## src/rtl/mdio_mgmt_ctrl.sv

```systemverilog
module mdio_mgmt_ctrl #(
  parameter int          CLK_DIV = 4,
  parameter logic [4:0]  DEF_PHY = 5'd1
) (
  input  logic        clk,
  input  logic        rst_n,
  input  logic        reg_wr,
  input  logic [31:0] reg_wdata,
  output logic [31:0] reg_rdata,
  output logic        mdc,
  output logic        mdio_o,
  output logic        mdio_oe,
  input  logic        mdio_i
);
  localparam int CW = (CLK_DIV > 1) ? $clog2(CLK_DIV) : 1;
  localparam logic [CW-1:0] DIV_LAST = CW'(CLK_DIV - 1);
  localparam logic [5:0] TA_FIRST = 6'd46;
  localparam logic [5:0] TA_LAST  = 6'd47;
  localparam logic [5:0] BIT_LAST = 6'd63;

  logic          busy_q, rd_q, nval_q, mdc_q;
  logic [CW-1:0] div_q;
  logic [5:0]    bit_q;
  logic [63:0]   sh_q;
  logic [15:0]   data_q;
  logic [4:0]    phy_q, reg_q;

  wire tick  = (div_q == DIV_LAST);
  wire start = reg_wr & ~busy_q & (reg_wdata[0] | reg_wdata[1]);
  wire unused_wbits = ^reg_wdata[5:2];

  assign reg_rdata = {data_q, phy_q, reg_q, 2'b00, nval_q, busy_q, 2'b00};
  assign mdc       = mdc_q;
  assign mdio_o    = sh_q[63];
  assign mdio_oe   = busy_q & (~rd_q | (bit_q < TA_FIRST));

  always_ff @(posedge clk or negedge rst_n) begin
    if (!rst_n) begin
      busy_q <= 1'b0;
      rd_q   <= 1'b0;
      nval_q <= 1'b0;
      mdc_q  <= 1'b0;
      div_q  <= '0;
      bit_q  <= '0;
      sh_q   <= '0;
      data_q <= '0;
      phy_q  <= DEF_PHY;
      reg_q  <= '0;
    end else if (!busy_q) begin
      div_q <= '0;
      mdc_q <= 1'b0;
      if (reg_wr) begin
        data_q <= reg_wdata[31:16];
        phy_q  <= reg_wdata[15:11];
        reg_q  <= reg_wdata[10:6];
      end
      if (start) begin
        busy_q <= 1'b1;
        rd_q   <= reg_wdata[1];
        nval_q <= 1'b0;
        bit_q  <= '0;
        sh_q   <= {32'hFFFF_FFFF, 2'b01, (reg_wdata[1] ? 2'b10 : 2'b01),
                   reg_wdata[15:11], reg_wdata[10:6], 2'b10, reg_wdata[31:16]};
      end
    end else begin
      div_q <= tick ? '0 : div_q + 1'b1;
      if (tick) begin
        if (!mdc_q) begin
          mdc_q <= 1'b1;
          if (rd_q && bit_q == TA_LAST) nval_q <= mdio_i;
          if (rd_q && bit_q > TA_LAST)  data_q <= {data_q[14:0], mdio_i};
        end else begin
          mdc_q <= 1'b0;
          sh_q  <= {sh_q[62:0], 1'b0};
          bit_q <= bit_q + 6'd1;
          if (bit_q == BIT_LAST) busy_q <= 1'b0;
        end
      end
    end
  end

  assert_start_R3: assert property (@(posedge clk) disable iff (!rst_n)
    (reg_wr && !busy_q && (reg_wdata[0] || reg_wdata[1])) |=> (busy_q && bit_q == 6'd0 && !mdc_q));

  assert_hold_fields_R4: assert property (@(posedge clk) disable iff (!rst_n)
    busy_q |=> ($stable(phy_q) && $stable(reg_q)));

  assert_mdc_idle_R5: assert property (@(posedge clk) disable iff (!rst_n)
    !busy_q |-> !mdc_q);

  assert_bit_step_R6: assert property (@(posedge clk) disable iff (!rst_n)
    (busy_q && $past(busy_q)) |-> (bit_q == $past(bit_q) || bit_q == $past(bit_q) + 6'd1));

  assert_nval_clear_R9: assert property (@(posedge clk) disable iff (!rst_n)
    $rose(busy_q) |-> !nval_q);

  assert_drive_on_fall_R10: assert property (@(posedge clk) disable iff (!rst_n)
    $rose(mdc_q) |-> $stable(mdio_o));
endmodule

```

## config.mk

```make
export PLATFORM = sky130hd
export DESIGN_NAME = mdio_mgmt_ctrl
export DESIGN_NICKNAME = d
export VERILOG_FILES = /design/src/rtl/mdio_mgmt_ctrl.sv
export SDC_FILE = /design/constraint.sdc
export NUM_CORES = 1
export LEC_CHECK = 0
export ABC_AREA = 1
export BUFFER_PORTS_ARGS = -buffer_cell sky130_fd_sc_hd__clkbuf_2
export CAP_MARGIN = 40
export CORE_ASPECT_RATIO = 1.25
export CORE_MARGIN = 3
export CORE_UTILIZATION = 61
export CTS_CLUSTER_SIZE = 25
export DETAILED_ROUTE_END_ITERATION = 16
export PLACE_DENSITY_LB_ADDON = 0.1
export SYNTH_ARGS = -nofsm -noshare
export SYNTH_HDL_FRONTEND = slang
export SYNTH_SLANG_ARGS = --single-unit
```

## constraint.sdc

```tcl
create_clock -name clk -period 2.15 [get_ports clk]
set_input_delay 0.5375 -clock clk [delete_from_list [all_inputs] [get_ports clk]]
set_output_delay 0.5375 -clock clk [all_outputs]
set_load 0.02 [all_outputs]
```

==> impl_metrics.ini <==
[routing]
drc = 0
routedWlPerCell_um = 12.8
finalWirelength_um = 8570
postRouteAntennaNets = 0
vias = 3467
viasPerCell = 5.18
drt-initial-drc-count = 162
dr.pass1.iters = 4

[timing]
worst_pin_slew_ps = 572
fin_skew_ps = 10.4
rsz0062_at_grt = false
timing.fmax_mhz = 517
min_period_ps = 1940
drv_slew = 0
timing.final.hold_violations = 0
final.setup.tns_ps = 0
final.period_utilization_pct = 90.1
slew_headroom_pct = 61.8
setup_viol_count_final = 0

[grt]
grt_pass1_vias = 3328
grt_overflow = 0
grt_max_degree = 56
grtUsageTotal_pct = 21.5
grt_pass1_wl_um = 14900
antenna_found_initial = 0

[clock_network]
numCtsBuffers = 9
cts_hold_repair.buffers = 0
cts-root-buf = clkbuf_8
clock-sinks = 102
clk_latency_ps = 360
cts_buffer_depth = 2
cts.clk_slew.worst_paths_ps = 90
tritoncts = built
cts_setup_buffers = 0
htree_levels = 3
cts_resized = 0

[final_layout]
drive_above_1_share_pct = 20.2
areaGrowthSynthToFinish_pct = 11.8
stdcell_count = 669
fin_util_pct = 71.7
antenna_cells = 0
fin_nets = 612
fill_cells = 567

[place]
dpl.cell_count = 653
hpwl_um = 5840
place.gp.congestion = 0.740
io_buffer_count = 62

[pwr]
power_density_mw_per_mm2 = 652
power.static_leakage_nw = 2.71
total_power_mw = 3.32
ir_worst_vdd_uv = 413

[setup_path]
critPathLaunchType = flip-flop
slowest_delay_ps = 440
end_kind = output port
crit_path_cell_trace = nand2_1 -> o21ai_0 -> a21oi_1 -> clkbuf_2
crit_slowest_cell = dfrtp_1
cp_num_cells = 4
critPathBufInv = 1
arrival_ps = 1400
cp.required_ps = 1610
path_class = flip-flop to output port
rr_worst_depth = 7
crit_path_max_fanout = 6
path_delay_family = flip-flops

[yosys]
yosysTopAreaCell = dfrtp_1
syn_area_mm2 = 0.00456
yosysWarnings = 0
async_reset_ff_share_pct = 100
synth-edff-count = 0
synth-seq-area-share_pct = 56.0
syn_area_per_cell_um2 = 8.71
synth_top_area_share_pct = 55.5
syn_inst = 523
ys_seq_elements = 102
yosysMostFrequentCell = nand2_1
ys.flop_type = dfrtp_1
synthTopCellsByArea = dfrtp_1 55%, nand2_1 15%, a21oi_1 7.5%
yosys-top-cells-count = 180 x nand2_1, 101 x dfrtp_1, 68 x a21oi_1
synth.distinct_cells = 26

[floorplanning]
die_w_um = 83.3
fp.coreArea_mm2 = 0.00710
die_area_mm2 = 0.00855
die_y_um = 103
core.rowCount = 34
initial_core_util_pct = 64.1
ios = 71

[flow_run]
maxCapViolCount = 0

[status]
status = complete, no violations

[worst_hold_path]
min-delay-path-class = input port to asynchronous set/reset pin
## cell usage in the layout (no fill, tap or decap), drive strengths merged
| master | n |
|---|---|
| inv | 31 |
| nor2 | 24 |
| buf | 12 |
| o21ai | 53 |
| a21oi | 69 |
| dfrtp | 101 |
| clkinv | 3 |
| ha | 2 |
| nand4 | 1 |
| nor3 | 1 |
| bufinv | 1 |
| dfstp | 1 |
| nand3 | 7 |
| nand2 | 183 |
| mux2i | 9 |
| clkbuf | 73 |
| o21bai | 2 |
| or2 | 1 |
| xor2 | 1 |
| conb | 4 |
## registers in the layout (all words and copies together) (netlist names)
| register | count |
|---|---|
| sh_q | 64 |
| reg_q | 5 |
| rd_q | 1 |
| data_q | 16 |
| div_q | 2 |
| busy_q | 1 |
| bit_q | 6 |
| mdc | 1 |
| nval_q | 1 |
| phy_q | 5 |
## cell type report
class	count	area, um2	area share [%]
Sequential cell	102	2550	50.1
Tap cell	90	113	2.21
Inverter	31	116	2.28
Clock buffer	12	145	2.85
Clock inverter	4	48.8	0.958
Timing Repair Buffer	73	445	8.74
Multi-Input combinational cell	357	1670	32.8
## routing by layer
layer	up-vias	track usage, %	wire length, um
li1	1776	-	-
met1	1609	27.5	3820
met2	67	36.4	4220
met3	15	4.08	349
met4	0	8.93	181
met5	-	0	0
## path summary, 6_finish.rpt
path | from | to | slack, ps
max in group asynchronous | rst_n | data_q[6] | 1430
min reg2reg | phy_q[0] | phy_q[0] | 470
min | rst_n | reg_q[4] | 70
max reg2reg | div_q[0] | sh_q[9] | 440
min in group clk | reg_wdata[11] | phy_q[0] | 370
max | bit_q[5] | mdio_oe | 210
## cells by family (layout without fill, tap and decap cells)
group / Yosys count / in the layout / share of synthesized area, %
compound gates: 124 / 124 / 15.2
flops: 102 / 102 / 56.0
simple gates: 217 / 217 / 18.4
mux: 9 / 9 / 1.98
other cells: 1 / 4 / 0.0823
fa+ha+maj: 2 / 2 / 0.549
buf+inv: 67 / 120 / 7.58
xor+xnor: 1 / 1 / 0.192
## worst register-to-register path, stage by stage (launching register included)
cell	delay, ps
dfrtp_1	400
ha_1	260
nand2_1	130
nand2_1	90
nand2_2	370
buf_12	230
nand2_1	70
o21ai_1	80
## power by group
part | internal, mW | switching [mW]
Clock | 0.570 | 0.610
Combinational | 0.0550 | 0.101
Sequential | 1.96 | 0.0239
## metrics by stage
stage / cell area, um2 / hold WS, ps / worst slack, ps
after detailed placement: 4900 / 442 / 295
after global routing: 5090 / 73.0 / 114
after CTS: 5090 / 62.5 / 171
after global placement: 4900 / 423 / 323
final: 5090 / 69.9 / 214
after floorplan: 4570 / 242 / 658
Note: power is estimated with default switching activity, not from simulation.
